File: config.mk
export PLATFORM = sky130hd
export DESIGN_NAME = setup_drain
export DESIGN_NICKNAME = d
export VERILOG_FILES = /design/src/rtl/setup_drain_pkg.sv /design/src/rtl/sd_dma_path.sv /design/src/rtl/sd_ctrl_regs.sv /design/src/rtl/setup_drain.sv
export SDC_FILE = /design/constraint.sdc
export NUM_CORES = 1
export LEC_CHECK = 0
export ABC_CLOCK_PERIOD_IN_PS = 2660
export BUFFER_PORTS_ARGS = -buffer_cell sky130_fd_sc_hd__buf_2
export CAP_MARGIN = 40
export CORE_ASPECT_RATIO = 0.9
export CORE_UTILIZATION = 40
export CTS_CLUSTER_SIZE = 10
export DETAILED_ROUTE_END_ITERATION = 8
export PLACE_DENSITY = 0.7
export REMOVE_ABC_BUFFERS = 1
export SYNTH_ARGS = -nofsm -noshare
export SYNTH_HDL_FRONTEND = slang
export SYNTH_HIERARCHICAL = 1
export SYNTH_SLANG_ARGS = --single-unit
File: constraint.sdc
create_clock -name clk -period 2.66 [get_ports clk]
set_input_delay 0.133 -clock clk [delete_from_list [all_inputs] [get_ports clk]]
set_output_delay 0.133 -clock clk [all_outputs]
set_load 0.01 [all_outputs]
File: src/rtl/setup_drain_pkg.sv
package setup_drain_pkg;

  typedef enum logic [1:0] {
    ENT_CTRL  = 2'd0,
    ENT_SETUP = 2'd1,
    ENT_DONE  = 2'd2,
    ENT_OUT   = 2'd3
  } entry_t;

  // byte stride of one memory word
  function automatic int unsigned word_bytes(input int unsigned data_w);
    return data_w / 8;
  endfunction

  // entries that carry payload to memory
  function automatic logic is_payload(input entry_t t);
    return (t == ENT_SETUP) || (t == ENT_OUT);
  endfunction

endpackage

File: src/rtl/sd_dma_path.sv
module sd_dma_path #(
  parameter int ADDR_W = 32,
  parameter int DATA_W = 32
) (
  input  logic              clk,
  input  logic              rst_n,
  input  logic              load,
  input  logic [DATA_W-1:0] load_data,
  input  logic              addr_wr,
  input  logic [ADDR_W-1:0] addr_val,
  input  logic              mem_ready,
  output logic              mem_valid,
  output logic [ADDR_W-1:0] mem_addr,
  output logic [DATA_W-1:0] mem_data,
  output logic [ADDR_W-1:0] dma_addr,
  output logic              accept
);
  import setup_drain_pkg::*;

  localparam int unsigned STEP = word_bytes(DATA_W);

  function automatic logic [ADDR_W-1:0] advance(input logic [ADDR_W-1:0] a);
    return a + ADDR_W'(STEP);
  endfunction

  assign accept = mem_valid && mem_ready;

  always_ff @(posedge clk or negedge rst_n) begin
    if (!rst_n) begin
      mem_valid <= 1'b0;
      mem_addr  <= '0;
      mem_data  <= '0;
    end else if (load) begin
      mem_valid <= 1'b1;
      mem_addr  <= dma_addr;
      mem_data  <= load_data;
    end else if (accept) begin
      mem_valid <= 1'b0;
    end
  end

  always_ff @(posedge clk or negedge rst_n) begin
    if (!rst_n)       dma_addr <= '0;
    else if (addr_wr) dma_addr <= addr_val;
    else if (accept)  dma_addr <= advance(dma_addr);
  end

  AST_HOLD_VALID: assert property (@(posedge clk) disable iff (!rst_n)
    (mem_valid && !mem_ready) |=> (mem_valid && $stable(mem_addr) && $stable(mem_data)));
  AST_ADDR_STEP: assert property (@(posedge clk) disable iff (!rst_n)
    (accept && !addr_wr) |=> (dma_addr == $past(mem_addr) + ADDR_W'(STEP)));

endmodule

File: src/rtl/sd_ctrl_regs.sv
module sd_ctrl_regs (
  input  logic       clk,
  input  logic       rst_n,
  input  logic       ena_set,
  input  logic       done_pop,
  input  logic       b2b_in,
  input  logic [1:0] int_clr,
  output logic       ep_ena,
  output logic       setup_irq,
  output logic       b2b_irq
);

  // sticky bit: a set in the same cycle wins over a clear
  function automatic logic sticky_next(input logic cur, input logic set, input logic clr);
    return set | (cur & ~clr);
  endfunction

  always_ff @(posedge clk or negedge rst_n) begin
    if (!rst_n) begin
      ep_ena    <= 1'b0;
      setup_irq <= 1'b0;
      b2b_irq   <= 1'b0;
    end else begin
      ep_ena    <= done_pop ? 1'b0 : (ep_ena | ena_set);
      setup_irq <= sticky_next(setup_irq, done_pop, int_clr[0]);
      b2b_irq   <= sticky_next(b2b_irq, b2b_in, int_clr[1]);
    end
  end

  AST_DONE_IRQ: assert property (@(posedge clk) disable iff (!rst_n)
    done_pop |=> setup_irq);
  AST_DONE_DISARM: assert property (@(posedge clk) disable iff (!rst_n)
    done_pop |=> !ep_ena);
  AST_B2B_STICKY: assert property (@(posedge clk) disable iff (!rst_n)
    (b2b_irq && !int_clr[1]) |=> b2b_irq);

endmodule

File: src/rtl/setup_drain.sv
module setup_drain #(
  parameter int ADDR_W = 32,
  parameter int DATA_W = 32
) (
  input  logic              clk,
  input  logic              rst_n,
  input  logic              dma_mode,
  input  logic              fifo_valid,
  input  logic [1:0]        fifo_type,
  input  logic [DATA_W-1:0] fifo_data,
  output logic              fifo_pop,
  output logic              fifo_nempty,
  output logic [1:0]        rd_type,
  output logic [DATA_W-1:0] rd_data,
  input  logic              sw_pop,
  input  logic              sw_ena_set,
  input  logic              sw_addr_wr,
  input  logic [ADDR_W-1:0] sw_addr,
  input  logic [1:0]        int_clr,
  input  logic              b2b_in,
  output logic              mem_valid,
  input  logic              mem_ready,
  output logic [ADDR_W-1:0] mem_addr,
  output logic [DATA_W-1:0] mem_data,
  output logic              ep_ena,
  output logic [ADDR_W-1:0] dma_addr,
  output logic              setup_irq,
  output logic              b2b_irq
);
  import setup_drain_pkg::*;

  entry_t head_t;
  logic   dma_go;      // DMA may act on the FIFO head this cycle
  logic   ev_load;     // payload word captured into the write port
  logic   ev_drop;     // control word discarded
  logic   ev_done;     // stage-done marker consumed
  logic   ev_accept;   // memory write accepted

  assign head_t = entry_t'(fifo_type);
  assign dma_go = dma_mode && ep_ena && fifo_valid && !mem_valid;

  assign ev_load  = dma_go && is_payload(head_t);
  assign ev_drop  = dma_go && (head_t == ENT_CTRL);
  assign fifo_pop = dma_mode ? (ev_load || ev_drop || (dma_go && head_t == ENT_DONE))
                             : (sw_pop && fifo_valid);
  assign ev_done  = fifo_pop && (head_t == ENT_DONE);

  assign fifo_nempty = fifo_valid && !dma_mode;
  assign rd_type     = fifo_type;
  assign rd_data     = fifo_data;

  sd_dma_path #(.ADDR_W(ADDR_W), .DATA_W(DATA_W)) u_path (
    .clk       (clk),
    .rst_n     (rst_n),
    .load      (ev_load),
    .load_data (fifo_data),
    .addr_wr   (sw_addr_wr),
    .addr_val  (sw_addr),
    .mem_ready (mem_ready),
    .mem_valid (mem_valid),
    .mem_addr  (mem_addr),
    .mem_data  (mem_data),
    .dma_addr  (dma_addr),
    .accept    (ev_accept)
  );

  sd_ctrl_regs u_regs (
    .clk       (clk),
    .rst_n     (rst_n),
    .ena_set   (sw_ena_set),
    .done_pop  (ev_done),
    .b2b_in    (b2b_in),
    .int_clr   (int_clr),
    .ep_ena    (ep_ena),
    .setup_irq (setup_irq),
    .b2b_irq   (b2b_irq)
  );

  AST_GATED_BY_ENABLE: assert property (@(posedge clk) disable iff (!rst_n)
    (dma_mode && !ep_ena) |-> !fifo_pop);
  AST_CTRL_NOT_WRITTEN: assert property (@(posedge clk) disable iff (!rst_n)
    (fifo_pop && head_t == ENT_CTRL) |=> !$rose(mem_valid));
  AST_NO_POP_EMPTY: assert property (@(posedge clk) disable iff (!rst_n)
    fifo_pop |-> fifo_valid);
  AST_ONE_WRITE: assert property (@(posedge clk) disable iff (!rst_n)
    ev_accept |=> !ev_accept);

endmodule

-- Word-level counts from Yosys, hierarchy flattened
Cells that the tools add are included.
- add/sub/neg operators: 1
- eq/ne operators: 3
- multiplexer cells: 6
- bitwise operators: 7
- reduce and logical (&&, ||, !) cells: 18
- operator list (kind ; number):
    $mux 32 ; 2
    $add 32x3->32 const B ; 1
    $logic_and 1x1->1 ; 10
    $eq 2x2->1 const B ; 2
    $mux 1 ; 4
    $reduce_bool 2->1 ; 2
    $logic_or 1x1->1 ; 3
    $or 1x1->1 ; 3
    $and 1x1->1 ; 2
    $eq 2x1->1 const B ; 1
    $logic_not 1->1 ; 2
    $logic_not 2->1 ; 1
    $not 1->1 ; 2
- flip-flop bits (word level): 100
- bits of input ports: 77
- output and inout bits: 136
- logic and storage cells: 42

-- Longest topological paths before layout
Gate-level depths: netlist (run 1).
- depth after elaboration: 9
- gate-level depth with buffers: 6
- depth with buffers taken out: 5

-- Hierarchy
The synthesis (run 1) kept the hierarchy.
- by module, submodules not included (module ; times used ; cells an instance ; area each (um^2) ; sequential area each (um^2)):
    sd_dma_path ; 1 ; 345 ; 4264.1 ; 2427.3
    setup_drain ; 1 ; 42 ; 312.8 ; 0.0
    sd_ctrl_regs ; 1 ; 9 ; 105.1 ; 75.1

-- Worst setup path after synthesis (run 1)
OpenSTA, ideal clock, no wires.
- path type: register -> register
- from: register u_path.mem_valid
- to: register u_path.mem_data[10]
- setup time: 0.125 ns
- arrival: 1.700 ns
- data required time: 2.535 ns
- slack: 0.835 ns
- stages on the path, launching flop included: 5
- path buffers: 2
- period minus slack after synthesis: 1.825 ns
- cells stage by stage: dfrtp_1 nor3b_2 clkbuf_1 clkbuf_1 mux2_2
- word-level cells in the longest chain between the ends: 3
- ends and longest elaborated chain (what ; RTL line ; RTL):
    start: declaration ; sd_dma_path.sv:12 ; output logic mem_valid,
    start signal: assignment ; sd_dma_path.sv:30 ; mem_valid <= 1'b0;
    start signal: assignment ; sd_dma_path.sv:34 ; mem_valid <= 1'b1;
    start signal: assignment ; sd_dma_path.sv:38 ; mem_valid <= 1'b0;
    $logic_not 1->1 ; setup_drain.sv:40 ; assign dma_go = dma_mode && ep_ena && fifo_valid && !mem_valid;
    $logic_and 1x1->1 ; setup_drain.sv:40 ;
    $logic_and 1x1->1 ; setup_drain.sv:42 ; assign ev_load = dma_go && is_payload(head_t);
    via ev_load ; setup_drain.sv:34 ; logic ev_load;
    end signal: assignment ; sd_dma_path.sv:36 ; mem_data <= load_data;
    end: declaration ; sd_dma_path.sv:14 ; output logic [DATA_W-1:0] mem_data,
The timed path passes the listed nets, and every way through them passes these cells.
A chain may end at the register's enable or synchronous reset.

-- Final worst setup path (run 1)
- from: register u_path.dma_addr[4]
- to: register u_path.dma_addr[29]
- word-level cells in the longest chain between the ends: 3
- ends and longest elaborated chain (what ; RTL line ; RTL):
    start: declaration ; sd_dma_path.sv:15 ; output logic [ADDR_W-1:0] dma_addr,
    start signal: assignment ; sd_dma_path.sv:44 ; else if (addr_wr) dma_addr <= addr_val;
    start signal: assignment ; sd_dma_path.sv:45 ; else if (accept) dma_addr <= advance(dma_addr);
    $add 32x3->32 ; sd_dma_path.sv:23 ; return a + ADDR_W'(STEP);
    $mux 32 ; sd_dma_path.sv:45 ;
    $mux 32 ; sd_dma_path.sv:44 ;
Every way passes these cells. The select of a mux whose other input is x is not followed.

==> results.sh, run 1 <==
export IMPL_worstRegToRegCells=4
export IMPL_rsz0062_at_grt="false"
export IMPL_antenna_left=0
export IMPL_critical_path_class="register to register"
export IMPL_antenna_found_initial=0
export IMPL_dieArea_mm2=0.0121
export IMPL_fin_total_pwr_mw=4.53
export IMPL_synth_area_mm2=0.00468
export IMPL_cts_sinks=100
export IMPL_core_mm2=0.0114
export IMPL_diodes=0
export IMPL_first_iter_violations=196
export IMPL_drt_drc_violations_left=0
export IMPL_min_path_type="input pin to register"
export IMPL_wl_um=11000
export IMPL_h_tree_depth=3
export IMPL_ys_warn_count=6
export IMPL_slew_headroom=0.603
export IMPL_clock_path_buffers=2
export IMPL_status="completed"
export IMPL_cellLeakagePower_nw=2.86
export IMPL_post_route_util=0.528
export IMPL_syn2layout_area_growth_pct=28.6
export IMPL_cts_resized_gates=0
export IMPL_end_kind="register"
export IMPL_vdd_drop_max_mv=0.487
export IMPL_via_count=3671
export IMPL_hold_depth=3
export IMPL_maxCapViolations=0
export IMPL_start_util=0.411
export IMPL_finalCritPeriodShare=0.776
export IMPL_path_clk_slew_ns=0.06
export IMPL_io_buffers=212
export IMPL_setup_viol=0
export IMPL_dr_pass1_iters=4
export IMPL_ctsHoldBuffers=6
export IMPL_via_per_inst=5.00
export IMPL_fin_crit_ns=2.06
export IMPL_grt_pass1_wl_um=17200
export IMPL_grt_start_max_net_pins=63
export IMPL_cts_tree="yes"
export IMPL_layout_drive_gt1_share=0.526
export IMPL_skew_ns=0.00327
export IMPL_pin_count=213
export IMPL_layout_nets=651
export IMPL_place_hpwl_um=7820
export IMPL_clkLatencyLatePin_ns=0.34
export IMPL_cp_data_required_time_ns=2.93
export IMPL_cts_root_buf="clkbuf_16"
export IMPL_report_final_slew_viol_count=0
export IMPL_worstMarginPinSlew_ns=0.595
export IMPL_die_x_um=116
export IMPL_gp_congestion=0.789
export IMPL_grt_total_usage=0.186
export IMPL_syn_inst=395
export IMPL_post_cts_buffers=0
export IMPL_placedCellCount=711
export IMPL_syn_area_per_cell_um2=11.8
export IMPL_fmax_mhz=484
export IMPL_overflow=0
export IMPL_grt_pass1_vias=3482
export IMPL_fin_cells=734
export IMPL_p_per_area_mw_per_mm2=752
export IMPL_die_h_um=105
export IMPL_crit_arrival_ns=2.33
export IMPL_crit_path_start_kind="register"
export IMPL_num_fill_cells=1045
export IMPL_wl_per_cell_um=14.9
export IMPL_crit_path_max_fanout=18
export IMPL_rows=37
export IMPL_hold_viol=0
export IMPL_cts_buffers=9
-- layout make-up --
type	instances	area [µm²]	area share
clock buffer	11	243	0.0403
clock inverter	5	75.1	0.0125
inverter	6	22.5	0.00374
multi-input combinational	232	1790	0.298
sequential	100	2500	0.416
tap	156	195	0.0324
timing repair buffer	224	1180	0.197
-- worst paths after layout --
| path | endpoint | slack, ns | start |
|---|---|---|---|
| min in group asynchronous | u_path/mem_addr[27] | 0.30 | rst_n |
| hold reg to reg | u_regs/b2b_irq | 0.48 | u_regs/b2b_irq |
| hold / removal | u_path/dma_addr[2] | 0.01 | sw_addr[2] |
| setup / recovery | u_path/dma_addr[29] | 0.60 | u_path/dma_addr[4] |
| setup reg to reg | u_path/dma_addr[29] | 0.60 | u_path/dma_addr[4] |
| max in group asynchronous | u_path/dma_addr[6] | 1.63 | rst_n |
-- power breakdown --
group | leakage, nW | internal (mW) | switching [mW]
Sequential | 1.18 | 1.85 | 0.205
Combinational | 1.53 | 0.555 | 0.526
Clock | 0.159 | 0.845 | 0.547
Total | 2.86 | 3.25 | 1.28
-- flip-flops by register name, summed over array words and instances, names as in the netlist --
name / flops
u_regs/ep_ena: 1
u_path/mem_valid: 1
u_regs/b2b_irq: 1
u_path/mem_addr: 32
u_regs/setup_irq: 1
u_path/mem_data: 32
u_path/dma_addr: 32
-- metrics by stage --
| step | TNS (ns) | area [µm²] | hold slack, ns | worst slack [ns] |
|---|---|---|---|---|
| 3_5_place_dp | 0 | 5630 | 0.141 | 0.658 |
| 4_1_cts | 0 | 6010 | 0.00152 | 0.640 |
| 3_3_place_gp | 0 | 5630 | 0.136 | 0.741 |
| 6_report | 0 | 6020 | 0.0110 | 0.596 |
| 5_1_grt | 0 | 6020 | 0.00874 | 0.484 |
| 2_1_floorplan | -61.86 | 4310 | -0.163 | -0.958 |
-- layer usage --
layer	share of wire	up-vias	GRT usage	wire, µm
met5	0	-	0	0
met4	0.0093	0	0.0440	102
met3	0.063	7	0.0626	691
met2	0.50	135	0.315	5440
met1	0.43	1786	0.225	4720
li1	-	1743	-	-
-- placed cells by master, fill, tap and decap left out, drive strengths merged, types with 4 or more instances in the layout --
master / n
buf: 217
dfrtp: 100
mux2: 66
nand2: 25
nor2: 18
a31oi: 16
o21ai: 16
or4: 15
o31ai: 12
clkbuf: 11
nand4: 11
nand3: 10
xor2: 9
dlygate4sd3: 7
inv: 5
and4: 4
or3: 4
clkinv: 4
-- worst max-delay path, cell delays in order (launching register included) --
cell	delay [ns]
dfrtp_1	0.46
and4_1	0.48
nand4b_4	0.31
or4_1	0.55
a31oi_1	0.18
(Power assumes the default switching activity.)
==> run 2, diff against run 1 <==
--- a/config.mk
+++ b/config.mk
@@ -5,7 +5,7 @@
 export SDC_FILE = /design/constraint.sdc
 export NUM_CORES = 1
 export LEC_CHECK = 0
-export ABC_CLOCK_PERIOD_IN_PS = 2660
+export ABC_CLOCK_PERIOD_IN_PS = 1900
 export BUFFER_PORTS_ARGS = -buffer_cell sky130_fd_sc_hd__buf_2
 export CAP_MARGIN = 40
 export CORE_ASPECT_RATIO = 0.9
==> constraint.sdc (replaced) <==
create_clock -name clk -period 1.9 [get_ports clk]
set_input_delay 0.095 -clock clk [delete_from_list [all_inputs] [get_ports clk]]
set_output_delay 0.095 -clock clk [all_outputs]
set_load 0.01 [all_outputs]
==> run 2 against run 1 <==
  * Clock power rose by 39%
  * Critical path depth did not move
  * Largest power group unchanged
  * Critical path type unchanged
  * Die area did not move
  * Non-clock buffer count rose by 59
  * Critical endpoint is now u_path/dma_addr[30]
==> results.sh, run 2 (same netlist as run 1, synthesis figures left out) <==
export IMPL_status="completed"
export IMPL_via_count=3915
export IMPL_fin_cells=793
export IMPL_first_iter_violations=125
export IMPL_fin_total_pwr_mw=6.44
export IMPL_hold_depth=2
export IMPL_antenna_left=0
export IMPL_die_x_um=116
export IMPL_num_fill_cells=995
export IMPL_antenna_found_initial=0
export IMPL_via_per_inst=4.94
export IMPL_grt_pass1_wl_um=18500
export IMPL_reg2reg_slack_ns=0.13
export IMPL_final_common_cell="buf_2"
export IMPL_tns_ns=0
export IMPL_fin_crit_ns=1.77
export IMPL_fmax_mhz=565
export IMPL_post_cts_buffers=0
export IMPL_rows=37
export IMPL_wl_um=11500
export IMPL_grt_start_max_net_pins=64
export IMPL_start_util=0.411
export IMPL_path_clk_slew_ns=0.07
export IMPL_cp_data_required_time_ns=2.16
export IMPL_rsz0062_at_grt="false"
export IMPL_min_path_type="input pin to register"
export IMPL_r2r_start="u_path/dma_addr[21]"
export IMPL_drt_drc_violations_left=0
export IMPL_cts_buffers=9
export IMPL_die_h_um=105
export IMPL_holdPathEnd="u_path/mem_data[0]"
export IMPL_clkLatencyLatePin_ns=0.33
export IMPL_layout_nets=710
export IMPL_worstRegToRegCells=4
export IMPL_layout_drive_gt1_share=0.510
export IMPL_dr_pass1_iters=4
export IMPL_final_cell_area_mm2=0.00658
export IMPL_end_kind="register"
export IMPL_crit_path_max_fanout=7
export IMPL_vdd_drop_max_mv=0.913
export IMPL_maxCapViolations=0
export IMPL_report_final_slew_viol_count=0
export IMPL_cts_sinks=100
export IMPL_r2r_end="u_path/dma_addr[30]"
export IMPL_core_mm2=0.0114
export IMPL_place_hpwl_um=8160
export IMPL_dieArea_mm2=0.0121
export IMPL_grt_pass1_vias=3904
export IMPL_diodes=0
export IMPL_grt_total_usage=0.195
export IMPL_pin_count=213
export IMPL_p_per_area_mw_per_mm2=978
export IMPL_pre_cts_ws_ns=0.105
export IMPL_mostFrequentLayoutCells="buf_2 (211), dfrtp_1 (100), mux2_2 (66)"
export IMPL_post_route_util=0.578
export IMPL_setup_ws_ns=0.131
export IMPL_skew_ns=0.00544
export IMPL_hold_viol=0
export IMPL_critical_path_class="register to register"
export IMPL_finalCritPeriodShare=0.931
export IMPL_h_tree_depth=3
export IMPL_placedCellCount=729
export IMPL_worstMarginPinSlew_ns=0.507
export IMPL_slew_headroom=0.662
export IMPL_hold_slack_ns=0.0119
export IMPL_cellLeakagePower_nw=3.12
export IMPL_cts_root_buf="clkbuf_16"
export IMPL_cts_tree="yes"
export IMPL_setup_viol=0
export IMPL_place_area_mm2=0.00578
export IMPL_crit_arrival_ns=2.03
export IMPL_gp_congestion=0.837
export IMPL_crit_path_start_kind="register"
export IMPL_syn2layout_area_growth_pct=40.7
export IMPL_overflow=0
export IMPL_io_buffers=212
export IMPL_wl_per_cell_um=14.5
export IMPL_reg_largest_list="u_path/dma_addr: 32 flops, u_path/mem_addr: 32 flops, u_path/mem_data: 32 flops"
export IMPL_clock_path_buffers=2
export IMPL_hp_start="fifo_data[0]"
[run 2: power breakdown]
part | leakage (nW) | internal, mW | total (mW) | switching [mW]
clock network | 0.153 | 1.19 | 1.93 | 0.737
registers | 1.18 | 2.59 | 2.84 | 0.256
logic | 1.80 | 0.873 | 1.67 | 0.800
[run 2: final cells by class]
cell class / instances / area (µm²) / share of cell area
clock inverter: 4 / 72.6 / 0.0110
inverter: 6 / 22.5 / 0.00342
clock buffer: 12 / 246 / 0.0374
multi-input combinational: 232 / 1800 / 0.274
timing repair buffer: 283 / 1740 / 0.265
tap: 156 / 195 / 0.0296
sequential: 100 / 2500 / 0.380
[run 2: routing by layer]
layer,global-route usage,routed length [µm]
met3,0.0470,693
met4,0.0485,155
met2,0.347,5860
met5,0,0
met1,0.233,4770
[run 2: critical path, cell delays in order (launching register included)]
cell and delay, ns:
dfrtp_1 0.42, and4_1 0.39, nand4_2 0.20, or4_1 0.52, a31oi_1 0.17
[run 2: worst max-delay path by stage]
stage,endpoint,start,cells after the start,slack [ns]
after detailed placement,u_path/dma_addr[28],u_path/dma_addr[12],4,0.10
final,u_path/dma_addr[30],u_path/dma_addr[21],4,0.13
after floorplan,u_path/mem_addr[0],u_path/mem_valid,2,-1.72
after CTS,u_path/dma_addr[28],u_path/dma_addr[12],4,0.08
after global placement,u_path/dma_addr[26],u_path/dma_addr[12],4,0.18
after global routing,u_path/dma_addr[30],u_path/dma_addr[21],4,0.005
[run 2: timing repair]
action | 4_1_cts | 5_1_grt
gates resized for setup | 0 | 4
endpoints found under the setup margin | 0 | 10
hold buffers | 47 | 1
hold endpoints to repair | 83 | 1
==> run 3, diff against run 2 <==
--- a/config.mk
+++ b/config.mk
@@ -8,7 +8,7 @@
 export ABC_CLOCK_PERIOD_IN_PS = 1900
 export BUFFER_PORTS_ARGS = -buffer_cell sky130_fd_sc_hd__buf_2
 export CAP_MARGIN = 40
-export CORE_ASPECT_RATIO = 0.9
+export CORE_ASPECT_RATIO = 0.5
 export CORE_UTILIZATION = 40
 export CTS_CLUSTER_SIZE = 10
 export DETAILED_ROUTE_END_ITERATION = 8
@@ -16,5 +16,4 @@
 export REMOVE_ABC_BUFFERS = 1
 export SYNTH_ARGS = -nofsm -noshare
 export SYNTH_HDL_FRONTEND = slang
-export SYNTH_HIERARCHICAL = 1
 export SYNTH_SLANG_ARGS = --single-unit
==> run 3 against run 2 <==
  * The run now ends with negative setup slack left
  * Flip-flop and latch count did not move
  * Non-clock buffer count rose by 14
  * First-iteration DRC count rose by 35%
  * Sequential power fell by 1%
  * Synthesized area fell by 1.8%
  * Combinational power rose by 3%
  * Core utilization rose by 2.3 points
  * Highest routed layer unchanged
==> results.sh, run 3 <==
export IMPL_end_kind="register"
export IMPL_die_h_um=77.8
export IMPL_cts_buffers=9
export IMPL_die_x_um=154
export IMPL_dieArea_mm2=0.0119
export IMPL_synth_top_cell_area_share=0.545
export IMPL_syn2layout_area_growth_pct=45.0
export IMPL_reg_largest_list="u_path.dma_addr: 32 flops, u_path.mem_addr: 32 flops, u_path.mem_data: 32 flops"
export IMPL_fin_crit_ns=2.08
export IMPL_path_clk_slew_ns=0.06
export IMPL_crit_start="u_path.dma_addr[3]"
export IMPL_start_util=0.415
export IMPL_multiInputGateArea_mm2=0.00175
export IMPL_ys_warn_count=0
export IMPL_via_count=3922
export IMPL_cts_tree="yes"
export IMPL_h_tree_depth=3
export IMPL_cp_data_required_time_ns=2.16
export IMPL_cellLeakagePower_nw=3.18
export IMPL_synth_top_area_cell="dfrtp_1"
export IMPL_worstRegToRegCells=6
export IMPL_pre_cts_ws_ns=-0.160
export IMPL_synth_seq_cells=100
export IMPL_wl_um=11800
export IMPL_layout_drive_gt1_share=0.540
export IMPL_report_final_slew_viol_count=0
export IMPL_vdd_drop_max_mv=0.508
export IMPL_clock_path_buffers=2
export IMPL_grt_start_max_net_pins=46
export IMPL_layout_nets=723
export IMPL_drt_drc_violations_left=0
export IMPL_setup_ws_ns=-0.176
export IMPL_place_area_mm2=0.00583
export IMPL_worstMarginPinSlew_ns=0.486
export IMPL_r2r_end="u_path.dma_addr[26]"
export IMPL_maxCapViolations=0
export IMPL_syn_area_per_cell_um2=11.8
export IMPL_p_per_area_mw_per_mm2=1010
export IMPL_skew_ns=0.00446
export IMPL_yosysMostFrequentCell="dfrtp_1"
export IMPL_final_common_cell="buf_2"
export IMPL_critical_path_class="register to register"
export IMPL_cts_root_buf="clkbuf_16"
export IMPL_status="complete, but fails checks"
export IMPL_diodes=0
export IMPL_io_buffers=212
export IMPL_rows=27
export IMPL_min_path_type="input pin to register"
export IMPL_synth_edff_count=0
export IMPL_setup_viol=8
export IMPL_mostFrequentLayoutCells="buf_2 (211), dfrtp_1 (99), mux2_2 (66)"
export IMPL_finalCritPeriodShare=1.09
export IMPL_fmax_mhz=482
export IMPL_crit_arrival_ns=2.33
export IMPL_via_per_inst=4.93
export IMPL_grt_total_usage=0.205
export IMPL_slew_headroom=0.676
export IMPL_async_reset_ff_frac=1.00
export IMPL_syn_inst=390
export IMPL_synth_common_cells="dfrtp_1 (100), mux2_2 (66), buf_4 (35)"
export IMPL_pin_count=213
export IMPL_regArea_mm2=0.00250
export IMPL_gp_congestion=0.749
export IMPL_ys_types=35
export IMPL_crit_path_start_kind="register"
export IMPL_clkLatencyLatePin_ns=0.33
export IMPL_num_fill_cells=928
export IMPL_hold_depth=2
export IMPL_grt_pass1_vias=3824
export IMPL_final_cell_area_mm2=0.00666
export IMPL_place_hpwl_um=8270
export IMPL_synth_area_mm2=0.00460
export IMPL_reg2reg_slack_ns=-0.18
export IMPL_crit_path_max_fanout=12
export IMPL_synth_area_top_cells="dfrtp_1 (54%), mux2_2 (16%), buf_4 (5.7%), or4_1 (2.6%), a31oi_1 (2.2%)"
export IMPL_ys_flop_type="dfrtp_1"
export IMPL_hp_start="fifo_data[17]"
export IMPL_dr_pass1_iters=6
export IMPL_hold_viol=0
export IMPL_wl_per_cell_um=14.8
export IMPL_first_iter_violations=169
export IMPL_violations="negative setup slack"
export IMPL_grt_pass1_wl_um=19200
export IMPL_core_mm2=0.0111
export IMPL_r2r_start="u_path.dma_addr[3]"
export IMPL_ys_seq_area_frac=0.545
export IMPL_antenna_left=0
export IMPL_cts_sinks=100
export IMPL_antenna_found_initial=0
export IMPL_rsz0062_at_grt="true"
export IMPL_holdPathEnd="u_path.mem_data[17]"
export IMPL_overflow=0
[run 3: changes by cell type in the layout (fill, tap and decap cells not counted), moves of 3 or more]
| cell | before | now |
|---|---|---|
| clkbuf_8 | 1 | 4 |
| dlygate4sd3_1 | 48 | 38 |
| or4_4 | 0 | 4 |
| buf_4 | 22 | 44 |
[run 3: cells by family after synthesis]
logic type,count (synthesis),share of synthesized area
AOI/OAI and AO/OA,52,0.0732
xor gates and xnor gates,9,0.0172
adders and majority gates,1,0.00272
buffers and inverters,61,0.0800
and+or+nand+nor,100,0.118
muxes,67,0.164
DFF,100,0.545
[run 3: repair_timing]
| action | in CTS | in global routing |
|---|---|---|
| pin swaps | 4 | 7 |
| resized for setup | 3 | 5 |
| setup endpoints to repair | 8 | 12 |
| endpoints found under the hold margin | 71 | 1 |
| hold buffers | 37 | 1 |
| buffers inserted | 2 | 6 |
[run 3: per-layer routing]
| layer | track usage | part of all wire | wire length [µm] |
|---|---|---|---|
| met3 | 0.0408 | 0.034 | 403 |
| met5 | 0 | 0 | 0 |
| met2 | 0.361 | 0.52 | 6190 |
| met4 | 0.0530 | 0.010 | 121 |
| met1 | 0.258 | 0.43 | 5080 |
[run 3: worst max path at each step]
stage / end / slack (ns) / cells after the start
6_report: u_path.dma_addr[26] / -0.18 / 6
3_3_place_gp: u_path.dma_addr[26] / -0.13 / 6
4_1_cts: u_path.dma_addr[20] / -0.16 / 6
3_5_place_dp: u_path.dma_addr[26] / -0.16 / 6
2_1_floorplan: u_path.mem_addr[0] / -4.09 / 2
5_1_grt: u_path.dma_addr[24] / -0.25 / 7
[run 3: worst max-delay path: stages (launching register included)]
cell,delay (ns)
dfrtp_1,0.36
ha_2,0.20
nand4_1,0.12
or4_1,0.50
buf_6,0.16
or4_1,0.50
a31oi_1,0.17
[run 3: area by class of cell]
class                      count  area share
sequential                   100       0.376
tap                          145      0.0272
clock inverter                 3      0.0135
clock buffer                  13      0.0421
timing repair buffer         297       0.275
multi-input combinational    229       0.262
inverter                       8     0.00451
[run 3: stage by stage]
stage	total power [mW]	cells	util	TNS (ns)	hold slack, ns
finish	6.71	795	0.601	-1.25	0.0124
detailed placement	4.49	733	0.526	-0.913	0.0975
global placement	4.44	733	0.526	-0.660	0.0859
floorplan	3.61	337	-	-266.74	-0.201
global route	7.06	795	0.601	-1.81	0.00233
CTS	6.76	788	0.595	-1.00	0.0000579
[run 3: where the power goes]
group          switching, mW  internal [mW]
logic                  0.826          0.889
registers              0.221           2.58
clock network          0.755           1.43
total                   1.80           4.90
